<file path="src/rtl/napj_pkg.sv">
package napj_pkg;

  // Entry field positions; decoding depends on these.
  localparam int unsigned V_POS    = 0;
  localparam int unsigned R_POS    = 1;
  localparam int unsigned W_POS    = 2;
  localparam int unsigned X_POS    = 3;
  localparam int unsigned U_POS    = 4;
  localparam int unsigned A_POS    = 6;
  localparam int unsigned D_POS    = 7;
  localparam int unsigned PPN_LSB  = 10;
  localparam int unsigned FLAG_POS = 63;

  localparam int unsigned PG_SHIFT = 12;
  localparam int          IDX_BITS = 9;

  typedef enum logic [1:0] {
    KIND_INVALID = 2'd0,
    KIND_POINTER = 2'd1,
    KIND_LEAF    = 2'd2
  } pte_kind_e;

  // Count of zero bits below the lowest set bit among the low w bits; w if none.
  function automatic logic [6:0] trail_zeros(input logic [63:0] v, input int unsigned w);
    logic [6:0] n;
    logic       hit;
    n   = 7'(w);
    hit = 1'b0;
    for (int i = 0; i < 64; i++) begin
      if (!hit && (i < int'(w)) && v[i]) begin
        n   = 7'(i);
        hit = 1'b1;
      end
    end
    return n;
  endfunction

  // Mask with the n low bits set.
  function automatic logic [63:0] low_ones(input logic [6:0] n);
    if (n >= 7'd64) return '1;
    return (64'd1 << n) - 64'd1;
  endfunction

endpackage

</file>
<file path="src/rtl/napj_decode.sv">
module napj_decode
  import napj_pkg::*;
#(
  parameter int PPN_W = 44
) (
  input  logic             clk,
  input  logic             rst_n,
  input  logic [63:0]      pte,
  output pte_kind_e        kind,
  output logic             inner_bad,
  output logic             flag,
  output logic [PPN_W-1:0] ppn,
  output logic [3:0]       perm
);

  localparam int PPN_TOP = PPN_LSB + PPN_W;

  logic rwx_none;
  logic inner_marks;

  always_comb begin
    perm        = {pte[U_POS], pte[X_POS], pte[W_POS], pte[R_POS]};
    flag        = pte[FLAG_POS];
    ppn         = pte[PPN_LSB +: PPN_W];
    rwx_none    = !(pte[R_POS] | pte[W_POS] | pte[X_POS]);
    inner_marks = pte[D_POS] | pte[A_POS] | pte[U_POS] | flag;
    if (!pte[V_POS])   kind = KIND_INVALID;
    else if (rwx_none) kind = KIND_POINTER;
    else               kind = KIND_LEAF;
    inner_bad = (kind == KIND_POINTER) && inner_marks;
  end

  logic unused_bits;
  assign unused_bits = ^{pte[9:8], pte[5], pte[FLAG_POS-1:PPN_TOP]};

  // the flag on a pointer is always rejected
  assert_inner_flag_R4: assert property (@(posedge clk) disable iff (!rst_n)
    (pte[V_POS] && !pte[R_POS] && !pte[W_POS] && !pte[X_POS] && pte[FLAG_POS]) |-> inner_bad);

endmodule

</file>
<file path="src/rtl/napj_napot.sv">
module napj_napot
  import napj_pkg::*;
#(
  parameter int PPN_W    = 44,
  parameter int LVL_W    = 3,
  parameter int REQ_BITS = 4
) (
  input  logic             clk,
  input  logic             rst_n,
  input  logic             en,
  input  logic             flag,
  input  logic             is_leaf,
  input  logic [PPN_W-1:0] ppn,
  input  logic [LVL_W-1:0] lvl,
  input  logic [LVL_W-1:0] nlvl,
  output logic [6:0]       nap_cnt,
  output logic             nap_bad
);

  logic [6:0] size_cnt;
  logic       active;
  logic       at_final;

  always_comb begin
    size_cnt = trail_zeros(64'(ppn), PPN_W) + 7'd1;
    active   = en && flag && is_leaf;
    at_final = (lvl == (nlvl - LVL_W'(1)));
    nap_cnt  = active ? size_cnt : 7'd0;
    nap_bad  = active && (!at_final || (size_cnt != 7'(REQ_BITS)));
  end

  // an all-zero page number can never encode the accepted size
  assert_zero_ppn_reject_R9: assert property (@(posedge clk) disable iff (!rst_n)
    (en && flag && is_leaf && (ppn == '0)) |-> nap_bad);

endmodule

</file>
<file path="src/rtl/napj_pa_form.sv">
module napj_pa_form
  import napj_pkg::*;
#(
  parameter int  PPN_W = 44,
  parameter int  VA_W  = 48,
  parameter int  LVL_W = 3,
  localparam int VPN_W = VA_W - PG_SHIFT,
  localparam int PA_W  = PPN_W + PG_SHIFT
) (
  input  logic [PPN_W-1:0] ppn,
  input  logic [VA_W-1:0]  va,
  input  logic [LVL_W-1:0] lvl,
  input  logic [LVL_W-1:0] nlvl,
  input  logic [6:0]       nap_cnt,
  output logic [PA_W-1:0]  pa
);

  // Superpage shift: nine index bits per level below the current one.
  function automatic logic [6:0] sp_shift(input logic [LVL_W-1:0] l, input logic [LVL_W-1:0] n);
    int d;
    if (l >= n) return 7'd0;
    d = int'(n) - 1 - int'(l);
    return 7'(IDX_BITS * d);
  endfunction

  // High page bits from the entry, low bits spliced from the virtual page.
  function automatic logic [PPN_W-1:0] splice_page(input logic [PPN_W-1:0] p,
                                                   input logic [VPN_W-1:0] v,
                                                   input logic [6:0]       ncnt,
                                                   input logic [6:0]       scnt);
    logic [63:0] nm, sm, p64, v64, r;
    nm  = low_ones(ncnt);
    sm  = low_ones(scnt);
    p64 = 64'(p);
    v64 = 64'(v);
    r   = (p64 & ~nm) | (v64 & nm) | (v64 & sm);
    return r[PPN_W-1:0];
  endfunction

  logic [PPN_W-1:0] page;

  always_comb begin
    page = splice_page(ppn, va[VA_W-1:PG_SHIFT], nap_cnt, sp_shift(lvl, nlvl));
    pa   = {page, va[PG_SHIFT-1:0]};
  end

endmodule

</file>
<file path="src/rtl/napot_pte_judge.sv">
module napot_pte_judge
  import napj_pkg::*;
#(
  parameter int  PPN_W     = 44,
  parameter int  VA_W      = 48,
  parameter int  LVL_W     = 3,
  parameter int  NAPOT_REQ = 4,
  parameter bit  REG_OUT   = 1'b0,
  localparam int PA_W      = PPN_W + PG_SHIFT
) (
  input  logic             clk,
  input  logic             rst_n,
  input  logic [63:0]      pte_i,
  input  logic [LVL_W-1:0] lvl_i,
  input  logic [LVL_W-1:0] nlvl_i,
  input  logic [VA_W-1:0]  va_i,
  input  logic             napot_en_i,
  output logic             fault_o,
  output logic [PA_W-1:0]  next_base_o,
  output logic             leaf_o,
  output logic [PA_W-1:0]  pa_o,
  output logic [3:0]       perm_o
);

  pte_kind_e        kind;
  logic             inner_bad;
  logic             flag;
  logic [PPN_W-1:0] ppn;
  logic [3:0]       perm_c;
  logic [6:0]       nap_cnt;
  logic             nap_bad;
  logic [PA_W-1:0]  pa_raw;
  logic             is_leaf;

  napj_decode #(.PPN_W(PPN_W)) u_decode (
    .clk(clk), .rst_n(rst_n), .pte(pte_i), .kind(kind), .inner_bad(inner_bad),
    .flag(flag), .ppn(ppn), .perm(perm_c)
  );

  assign is_leaf = (kind == KIND_LEAF);

  napj_napot #(.PPN_W(PPN_W), .LVL_W(LVL_W), .REQ_BITS(NAPOT_REQ)) u_napot (
    .clk(clk), .rst_n(rst_n), .en(napot_en_i), .flag(flag), .is_leaf(is_leaf),
    .ppn(ppn), .lvl(lvl_i), .nlvl(nlvl_i), .nap_cnt(nap_cnt), .nap_bad(nap_bad)
  );

  napj_pa_form #(.PPN_W(PPN_W), .VA_W(VA_W), .LVL_W(LVL_W)) u_pa (
    .ppn(ppn), .va(va_i), .lvl(lvl_i), .nlvl(nlvl_i), .nap_cnt(nap_cnt), .pa(pa_raw)
  );

  // Verdict before the optional register stage.
  logic            fault_c;
  logic            leaf_c;
  logic [PA_W-1:0] base_c;
  logic [PA_W-1:0] pa_c;

  always_comb begin
    fault_c = (kind == KIND_INVALID) || inner_bad || nap_bad;
    leaf_c  = is_leaf && !nap_bad;
    base_c  = (kind == KIND_POINTER && !inner_bad) ? {ppn, {PG_SHIFT{1'b0}}} : '0;
    pa_c    = leaf_c ? pa_raw : '0;
  end

  generate
    if (REG_OUT) begin : g_reg
      logic past_ok;
      always_ff @(posedge clk or negedge rst_n) begin
        if (!rst_n) begin
          fault_o     <= 1'b0;
          next_base_o <= '0;
          leaf_o      <= 1'b0;
          pa_o        <= '0;
          perm_o      <= '0;
          past_ok     <= 1'b0;
        end else begin
          fault_o     <= fault_c;
          next_base_o <= base_c;
          leaf_o      <= leaf_c;
          pa_o        <= pa_c;
          perm_o      <= perm_c;
          past_ok     <= 1'b1;
        end
      end

      // registered outputs trail the logic by one cycle
      assert_reg_follow_R10: assert property (@(posedge clk) disable iff (!rst_n)
        past_ok |-> (fault_o == $past(fault_c)) && (leaf_o == $past(leaf_c)) &&
                    (pa_o == $past(pa_c)) && (next_base_o == $past(base_c)));
    end else begin : g_comb
      always_comb begin
        fault_o     = fault_c;
        next_base_o = base_c;
        leaf_o      = leaf_c;
        pa_o        = pa_c;
        perm_o      = perm_c;
      end
    end
  endgenerate

  // a cleared V bit always faults with nothing else asserted
  assert_invalid_faults_R2: assert property (@(posedge clk) disable iff (!rst_n)
    !pte_i[V_POS] |-> (fault_c && !leaf_c && (base_c == '0) && (pa_c == '0)));

  // a fault carries neither a leaf nor an address
  assert_fault_excl_leaf_R11: assert property (@(posedge clk) disable iff (!rst_n)
    fault_c |-> (!leaf_c && (pa_c == '0) && (base_c == '0)));

  // an accepted pointer is neither a fault nor a leaf
  assert_ptr_clean_R3: assert property (@(posedge clk) disable iff (!rst_n)
    (base_c != '0) |-> (!fault_c && !leaf_c));

  // a leaf keeps the page offset of the virtual address
  assert_offset_kept_R5: assert property (@(posedge clk) disable iff (!rst_n)
    leaf_c |-> (pa_c[PG_SHIFT-1:0] == va_i[PG_SHIFT-1:0]));

  // a flagged leaf is only accepted at the last level
  assert_napot_final_R6: assert property (@(posedge clk) disable iff (!rst_n)
    (leaf_c && napot_en_i && pte_i[FLAG_POS]) |-> (lvl_i == (nlvl_i - LVL_W'(1))));

  // an accepted contiguous leaf takes its low page bits from the virtual page
  assert_napot_splice_R7: assert property (@(posedge clk) disable iff (!rst_n)
    (leaf_c && napot_en_i && pte_i[FLAG_POS]) |->
      (pa_c[PG_SHIFT +: NAPOT_REQ] == va_i[PG_SHIFT +: NAPOT_REQ]));

endmodule

</file>
<file path="config.mk">
export PLATFORM = sky130hd
export DESIGN_NAME = napot_pte_judge
export DESIGN_NICKNAME = d
export VERILOG_FILES = /design/src/rtl/napj_pkg.sv /design/src/rtl/napj_decode.sv /design/src/rtl/napj_napot.sv /design/src/rtl/napj_pa_form.sv /design/src/rtl/napot_pte_judge.sv
export SDC_FILE = /design/constraint.sdc
export NUM_CORES = 1
export LEC_CHECK = 0
export ABC_AREA = 1
export BUFFER_PORTS_ARGS = -buffer_cell sky130_fd_sc_hd__buf_2
export CAP_MARGIN = 20
export CORE_MARGIN = 2
export CORE_UTILIZATION = 35
export DETAILED_ROUTE_END_ITERATION = 8
export GPL_TIMING_DRIVEN = 0
export PLACE_DENSITY = 0.59
export SYNTH_ARGS = -nofsm -noshare
export SYNTH_HDL_FRONTEND = slang
export SYNTH_HIERARCHICAL = 1
export SYNTH_SLANG_ARGS = --single-unit
</file>
<file path="constraint.sdc">
create_clock -name vclk -period 15
set_input_delay 3 -clock vclk [all_inputs]
set_output_delay 3 -clock vclk [all_outputs]
set_load 0.05 [all_outputs]
</file>
* Yosys cells after proc, flatten, opt, wreduce, memory -nomap -nowiden
Index checks and enable logic that the tools add are counted.
Operators by class: divide/modulo/power cells 0, bitwise gates (word level) 11, shifts and indexed selects 2, order comparisons 3, equal/unequal tests 4, mux-type cells 101, multipliers 1, $add $sub $neg 6, reduce and logical (&&, ||, !) cells 99
Operators with widths (count):
- $mux 7 | 46
- $mux 44 | 4
- $mux 56 | 2
- $and 36x44->44 | 2
- $or 44x44->44 | 2
- $shl 1x7->44 const A | 2
- $sub 44x1->44 const B | 2
- $logic_and 1x1->1 | 49
- $logic_not 1->1 | 46
- $mux 1 | 46
- $and 44x44->44 | 1
- $not 44->44 | 1
- $mul 5x32->7 const A | 1
- $sub 32x4->32 | 1
- $ge 7x7->1 const B | 2
- $add 7x1->7 const B | 1
- $ne 7x3->1 const B | 1
- $mux 6 | 1
- $or 1x1->1 | 5
- $mux 2 | 2
- $sub 3x1->4 const B | 1
- $eq 3x3->1 | 1
- $ge 3x3->1 | 1
- $logic_or 1x1->1 | 3
- 4 further kinds | 4
Word-level totals: memories 0, ROM bits 0, logic and storage cells 227, input bits 121, bits in writable memories 0, bits in latches 0, register bits 0, output and inout port bits 118

* Logic depth before layout (Yosys ltp)
Gate-level depths: netlist of the first run.
word-level depth 140, depth in mapped cells 50, gate-level depth less buffers 48

* Hierarchy
Netlist of the first run, hierarchy kept.
Modules (own cells, without submodules):
- napj_pa_form | area each 4339.2 um^2, instances 1, cells an instance 833, sequential area each 0.0 um^2
- napj_napot | area each 1078.5 um^2, instances 1, cells an instance 176, sequential area each 0.0 um^2
- napot_pte_judge | area each 967.2 um^2, instances 1, cells an instance 233, sequential area each 0.0 um^2
- napj_decode | area each 429.2 um^2, instances 1, cells an instance 62, sequential area each 0.0 um^2

* Least setup slack after synthesis of the first run
No wires, ideal clock.
kind input to output, start input port pte_i[14], end output port pa_o[38], arrival 8.519 ns, path slack 3.481 ns, stages on the path 49, data required time 12.000 ns, path through buf_4 -> nor2_2 -> nand2_2 -> nor2_4 -> nand4_4 -> nor2_4 -> nand4_4 -> nor2_4 -> nand4_4 -> nor2_4 -> nand4_4 -> nor2_4 -> nand4_4 -> nor2_4 -> nand4_4 -> nor2_4 -> nand4_2 -> nor2_4 -> [13 not listed] -> nor2_1 -> inv_1 -> ha_1 -> nand2_1 -> inv_1 -> nand4_1 -> inv_1 -> nand2_2 -> inv_4 -> nand2_2 -> or2_2 -> nand3_1 -> nor2_1 -> nand2_1 -> o21ai_1 -> nand2_1 -> inv_1 -> nor2_1
On the way: word-level cells in the longest chain between the ends 129, elaborated cells between the ends (all ways) 176, those cells by class 2 x add/sub; 1 x order compare; 1 x eq/ne; 1 x shift; 83 x mux; 5 x bitwise; 83 x reduce/logical
RTL lines:
- start, declared | RTL line napot_pte_judge.sv:13 | input logic [63:0] pte_i,
- $logic_and 1x1->1 * | RTL line napj_pkg.sv:30 | if (!hit && (i < int'(w)) && v[i]) begin
- $mux 1 | RTL line napj_pkg.sv:30
- $logic_not 1->1 | RTL line napj_pkg.sv:30
- $logic_and 1x1->1 | RTL line napj_pkg.sv:30
- $mux 1 | RTL line napj_pkg.sv:30
- $logic_not 1->1 | RTL line napj_pkg.sv:30
- $logic_and 1x1->1 | RTL line napj_pkg.sv:30
- $mux 1 | RTL line napj_pkg.sv:30
- [113 not listed]
- named net nap_cnt[2] | RTL line napot_pte_judge.sv:30 | logic [6:0] nap_cnt;
- $shl 1x7->44 / $ge 7x7->1 (equally long branches) | RTL line napj_pkg.sv:41, napj_pkg.sv:40
- $sub 44x1->44 / $mux 1 (equally long branches) | RTL line napj_pkg.sv:41, napj_pkg.sv:40
- $mux 44 * | RTL line napj_pkg.sv:41 | return (64'd1 << n) - 64'd1;
- $not 44->44 | RTL line napj_pa_form.sv:36 | r = (p64 & ~nm) | (v64 & nm) | (v64 & sm);
- $and 44x44->44 | RTL line napj_pa_form.sv:36
- $or 44x44->44 * (2 in series) | RTL line napj_pa_form.sv:36
- named net pa_raw[38] | RTL line napot_pte_judge.sv:32 | logic [PA_W-1:0] pa_raw;
- $mux 56 * | RTL line napot_pte_judge.sv:61 | pa_c = leaf_c ? pa_raw : '0;
- end, declared | RTL line napot_pte_judge.sv:21 | output logic [PA_W-1:0] pa_o,
Mark *: on every way through the listed nets, which the timed path passes. The rest lies on a longest branch.

* Worst setup path after layout of the first run
start input port pte_i[14], end output port pa_o[46]
Same word-level chain as after synthesis.

==> run_results.csv, run 1 <==
group,metric,value,unit
status,status,"completed",
sta,hold_slack,6.37,ns
worst_setup_path,worst-path-stages,51,
cts,post-cts-setup-buffers,0,
power_and_ir_drop,ir_worst_vdd,0.0324,mV
global_routing,grt_usage,0.242,
worst_setup_path,start_kind,"input port",
place,hpwlAfterDp,22.6,mm
sta,maxSlewHeadroom,0.560,
detailed_routing,drt_iter0_markers,561,
sta,worst_pin_slew,0.658,ns
synth,ys_types,53,
worst_setup_path,path_delay_family,"simple AND/OR/NAND/NOR gates",
die,floorplan.initialDensity,0.354,
final_layout,antenna_cells,0,
global_routing,grt.busiest_layer,"met2",
die,die_h,144,um
sta,slew_viol_final,0,
final_layout,area_delta_synth_final,17.0,%
global_routing,grt_pass1_vias,7637,
final_layout,drive_above_1_share,0.266,
worst_setup_path,crit_top_cell,"nor2_4",
worst_setup_path,setup.worst_path.class,"in -> out",
power_and_ir_drop,power.switching,386,uW
final_layout,layout.nets,1614,
worst_setup_path,worst_ep_required_time,12.00,ns
final_layout,seq_cells,0,
place,gp_congestion,0.993,
global_routing,grt_pass1_wl,39.4,mm
worst_setup_path,slowest_delay,0.29,ns
die,core_area,19300,sq um
detailed_routing,first_pass_iters,5,
sta,setup_viol,0,
detailed_routing,num_vias,8430,
synth,ys_top_cells_by_area,"nor2_1, inv_1, nand2_1",
worst_setup_path,crit_path_start,"pte_i[14]",
cts,cts_resized,0,
worst_setup_path,worst_path_max_delay_cell,"nand4_1",
worst_setup_path,crit_fanout,9,
cts,hold_buffers,0,
hold_path,hp-class,"in -> out",
global_routing,antenna_found_initial,0,
global_routing,grt_overflow_total,0,
power_and_ir_drop,p_comb_frac,1.000,
job,max_cap_viol_count,0,
power_and_ir_drop,p_seq_frac,0,
synth,yosysSeqAreaShare,0,
sta,report.final.hold_viol_count,0,
global_routing,grt.met3_usage,0.00966,
global_routing,gr-usage-met1,0.325,
worst_setup_path,arrival,9.28,ns
place,io_buffers,157,
final_layout,seqCellArea,0,sq um
sta,grt_setup_unrepaired,"false",
die,die_w,144,um
global_routing,grt_max_degree,11,
synth,synthesis.area,6810,sq um
detailed_routing,viasPerCell,4.85,
sta,fmax,81.4,MHz
power_and_ir_drop,netSwitchingFraction,0.704,
worst_setup_path,worst-path-buf-inv,10,
worst_setup_path,worst_setup_path_end_kind,"primary output",
worst_setup_path,crit_end,"pa_o[46]",
detailed_routing,wl,25.8,mm
power_and_ir_drop,leakage,5.01,nW
die,dieArea,20600,sq um
power_and_ir_drop,power_frac_clock,0,
detailed_routing,drcViolationCount,0,
synth,yosys.area.top_type_share,0.145,
power_and_ir_drop,intPower,162,uW
synth,yosysMostFrequentCell,"nor2_1",
die,core.rowCount,51,
detailed_routing,wire_per_inst,14.9,um
sta,timing.final.crit_period,12.28,ns
final_layout,num-clock-buffers,0,
synth,yosys_warnings,6,
power_and_ir_drop,power_density,68.7,nW/um^2
sta,tns,0,ns
synth,avgSynthCellArea,5.23,sq um
synth,synthCells,1304,
sta,fin_crit_sh,0.819,
synth,yosys.area.top_type,"nor2_1",
global_routing,met2_usage,0.426,
die,num_io_pins,239,
detailed_routing,drtAntennaViolNets,0,
synth,synth_common_cells,"nor2_1, inv_1, nand2_1",
-- cell type report --
| cell class | instances | area, sq um |
|---|---|---|
| Buffer | 105 | 786 |
| Fill cell | 2258 | 11300 |
| Inverter | 274 | 1040 |
| Multi-Input combinational cell | 936 | 5030 |
| Tap cell | 265 | 332 |
| Timing Repair Buffer | 157 | 786 |
-- power by group through the flow --
stage	sequential, mW	combinational [mW]	clock [mW]
finish	0	0.548	0
global route	0	0.597	0
CTS	0	0.542	0
detailed placement	0	0.541	0
global placement	0	0.539	0
floorplan	0	0.410	0
-- how the worst min path moves through the flow --
stage / start / endpoint / slack, ns / cells past startpoint
CTS: va_i[3] / pa_o[3] / 6.38 / 4
global route: va_i[2] / pa_o[2] / 6.39 / 4
floorplan: pte_i[1] / perm_o[0] / 6.17 / 1
global placement: va_i[2] / pa_o[2] / 6.37 / 4
finish: va_i[3] / pa_o[3] / 6.37 / 4
detailed placement: va_i[3] / pa_o[3] / 6.37 / 4
-- through the flow --
step	worst slack (ns)	cells	area (sq um)	utilization	total power [mW]
CTS	2.73	1737	7970	0.414	0.542
floorplan	3.48	1315	6860	-	0.410
global route	2.07	1737	7970	0.414	0.597
detailed placement	2.75	1737	7970	0.414	0.541
finish	2.72	1737	7970	0.414	0.548
global placement	2.81	1737	7970	0.414	0.539
-- kinds of logic (layout without fill, tap and decap cells) --
| family | after synthesis | count (layout) | synth area share |
|---|---|---|---|
| buffers and inverters | 379 | 536 | 0.268 |
| other | 2 | 13 | 0.00110 |
| adder cells (fa/ha/maj) | 19 | 19 | 0.0360 |
| AO/OA/AOI/OAI | 91 | 91 | 0.0832 |
| XOR/XNOR | 10 | 10 | 0.0140 |
| AND/OR/NAND/NOR | 803 | 803 | 0.598 |
-- layout by cell type, fill, tap and decap left out, types with 7 or more instances in the layout --
| cell | instances |
|---|---|
| nand4_4 | 7 |
| inv_2 | 12 |
| nor2_4 | 20 |
| ha_1 | 18 |
| nand4_1 | 55 |
| buf_2 | 170 |
| nor2_1 | 263 |
| a21oi_1 | 15 |
| o2111ai_1 | 7 |
| nand3_2 | 15 |
| o211ai_1 | 10 |
| nand3_1 | 116 |
| o21ai_0 | 26 |
| inv_1 | 258 |
| nand2_2 | 26 |
| o21ai_1 | 16 |
| buf_4 | 80 |
| nor3_1 | 18 |
| conb_1 | 13 |
| nand2_1 | 222 |
| nor2_2 | 24 |
| buf_6 | 10 |
-- layer usage --
layer	part of all wire	wire (um)
met1	0.45	11700
met2	0.47	12100
met3	0.052	1330
met4	0.028	731
met5	0	0
Note: power is estimated with default switching activity, not from simulation.
==> run 2, diff against run 1 <==
Settings changed: ABC_AREA 1 to 0, PLACE_DENSITY 0.59 to 0.63.
Clock period 15 ns to 12 ns, I/O delays scaled along.
==> run 2 against run 1 <==
- cell count shrank 35%
- non-clock buffer count up 20
- utilization up 1.4 points
- routed wire length is 8.7% lower
- synthesized cell count decreased by 40%
- total power grew 2.2%
- global-route usage increased by 4.1 points
- first-iteration DRC count up 27%
- area after synthesis fell by 25%
- worst setup slack lost 2.3 ns
- critical path depth shrank 29
- flip-flop and latch count is the same
- critical path type unchanged
==> run_results.csv, run 2 <==
group,metric,value,unit
detailed_routing,wl,23.6,mm
power_and_ir_drop,ir_worst_vdd,0.0576,mV
synth,muxShareOfSynthArea,0.0121,
synth,synthesis.area,5080,sq um
final_layout,stdcell_area,6150,sq um
sta,timing.final.crit_period,11.62,ns
synth,yosys.area.top_type,"and2_1",
global_routing,grt_pass1_wl,35.6,mm
final_layout,seq_cells,0,
sta,tns,0,ns
synth,synth-simple-area-share,0.385,
final_layout,num-clock-buffers,0,
place,postPlaceCellArea,6140,sq um
global_routing,antenna_found_initial,0,
sta,worst_pin_slew,1.09,ns
place,io_buffers,157,
power_and_ir_drop,leakage,2.90,nW
detailed_routing,drcViolationCount,0,
synth,synth_common_cells,"and2_1, buf_4, nor2_1",
sta,setup_slack,0.379,ns
die,dieArea,15500,sq um
die,core_area,14400,sq um
sta,grt_setup_unrepaired,"false",
synth,synthAdderAreaFrac,0.0483,
final_layout,fin_cells,1137,
synth,yosysSeqAreaShare,0,
die,die_h,125,um
job,max_cap_viol_count,0,
die,floorplan.initialDensity,0.354,
synth,yosysMostFrequentCell,"and2_1",
final_layout,drive_above_1_share,0.288,
global_routing,grt_pass1_vias,6167,
detailed_routing,drt_iter0_markers,714,
synth,avgSynthCellArea,6.48,sq um
power_and_ir_drop,power_density,91.0,nW/um^2
sta,slew_viol_final,0,
synth,ys_types,85,
global_routing,grt_max_degree,11,
worst_setup_path,crit_top_cell,"ha_1",
sta,setup_viol,0,
detailed_routing,viasPerCell,6.00,
synth,yosys.area.top_type_share,0.132,
die,num_io_pins,239,
synth,synthXorXnorAreaFrac,0.0352,
synth,synth_top_family_by_area,"simple AND/OR/NAND/NOR gates",
status,status,"completed",
place,dp_slack,0.557,ns
die,die_w,125,um
hold_path,holdPathEnd,"perm_o[3]",
cts,hold_buffers,0,
worst_setup_path,setup.worst_path.class,"in -> out",
worst_setup_path,crit_fanout,10,
detailed_routing,wire_per_inst,20.7,um
synth,synth-compound-area-share,0.333,
hold_path,min_from,"pte_i[4]",
worst_setup_path,worst_setup_path_end_kind,"primary output",
global_routing,grt_usage,0.283,
worst_setup_path,start_kind,"input port",
sta,fin_crit_sh,0.968,
worst_setup_path,worst_path_max_delay_cell,"xor2_1",
synth,synthCells,784,
sta,report.final.hold_viol_count,0,
global_routing,grt_overflow_total,0,
die,core.rowCount,44,
worst_setup_path,worst_ep_required_time,9.60,ns
synth,ys_top_cells_by_area,"and2_1, buf_4, a21oi_1",
final_layout,antenna_cells,0,
worst_setup_path,path_delay_family,"adder cells",
final_layout,layout.nets,1095,
final_layout,area_delta_synth_final,21.0,%
hold_path,hold-path-cell-count,3,
hold_path,hp-class,"in -> out",
final_layout,final_cell_mix,"buf_2, and2_1, buf_4",
worst_setup_path,slowest_delay,0.54,ns
worst_setup_path,worst-path-buf-inv,7,
final_layout,seqCellArea,0,sq um
detailed_routing,num_vias,6824,
cts,post-cts-setup-buffers,0,
final_layout,n_fill_cell,1567,
place,hpwlAfterDp,19.1,mm
place,gp_congestion,1.09,
sta,fmax,86.0,MHz
detailed_routing,drtAntennaViolNets,0,
place,placed_cells,1137,
sta,maxSlewHeadroom,0.254,
worst_setup_path,path_cells,"buf_2 > inv_1 > ha_1 > fa_1 > xor2_1 > inv_1 > clkbuf_1 > ha_1 > ha_1 > ha_1 > xor2_1 > xnor2_1 > xnor3_1 > clkbuf_1 > a41oi_1 > ha_1 > clkbuf_1 > o31ai_2 > and3_1 > o21ai_0 > and2_1 > buf_2",
synth,yosys_warnings,6,
worst_setup_path,arrival,9.22,ns
final_layout,final_common_cell,"buf_2",
detailed_routing,first_pass_iters,6,
## run 2: per-stage QoR
step	hold WS, ns	total power [mW]	util
final	5.22	0.560	0.428
after global routing	5.22	0.587	0.428
after CTS	5.22	0.539	0.428
after detailed placement	5.22	0.538	0.428
after global placement	5.21	0.541	0.427
after floorplan	4.97	0.385	-
## run 2: cell families (layout without fill, tap and decap cells)
group,count (synthesis),in the layout
compound gates,232,232
xor+xnor,17,17
fa+ha+maj,19,19
buf+inv,164,322
mux,6,6
other cells,2,13
simple gates,344,344
## run 2: worst max-delay path by stage
stage | start | end | slack [ns] | cells past startpoint
2_1_floorplan | nlvl_i[0] | pa_o[34] | 2.01 | 23
3_5_place_dp | nlvl_i[0] | pa_o[20] | 0.56 | 22
5_1_grt | pte_i[29] | pa_o[34] | 0.09 | 24
4_1_cts | pte_i[29] | pa_o[16] | 0.56 | 23
3_3_place_gp | nlvl_i[0] | pa_o[20] | 0.46 | 22
6_report | nlvl_i[0] | pa_o[20] | 0.38 | 22
## run 2: cell type report
type                       count  area, sq um  area share
tap                          184          230      0.0374
buffer                       124          788       0.128
multi-input combinational    631         4190       0.681
inverter                      40          150      0.0244
timing repair buffer         158          791       0.129
## run 2: per-layer routing
layer | global-route usage | up-vias | wire length, um
li1 | - | 3150 | -
met1 | 0.402 | 3133 | 10000
met2 | 0.427 | 483 | 9840
met3 | 0.0631 | 58 | 2840
met4 | 0.0839 | 0 | 875
met5 | 0 | - | 0
## run 2: what timing repair did
action / 4_1_cts / 5_1_grt
endpoints found under the hold margin: 0 / 0
resized for setup: 0 / 1
endpoints found under the setup margin: 0 / 5
## run 2: where the power goes
group | internal (mW) | switching, mW | total, mW
sequential | 0 | 0 | 0
combinational | 0.164 | 0.395 | 0.560
clock | 0 | 0 | 0
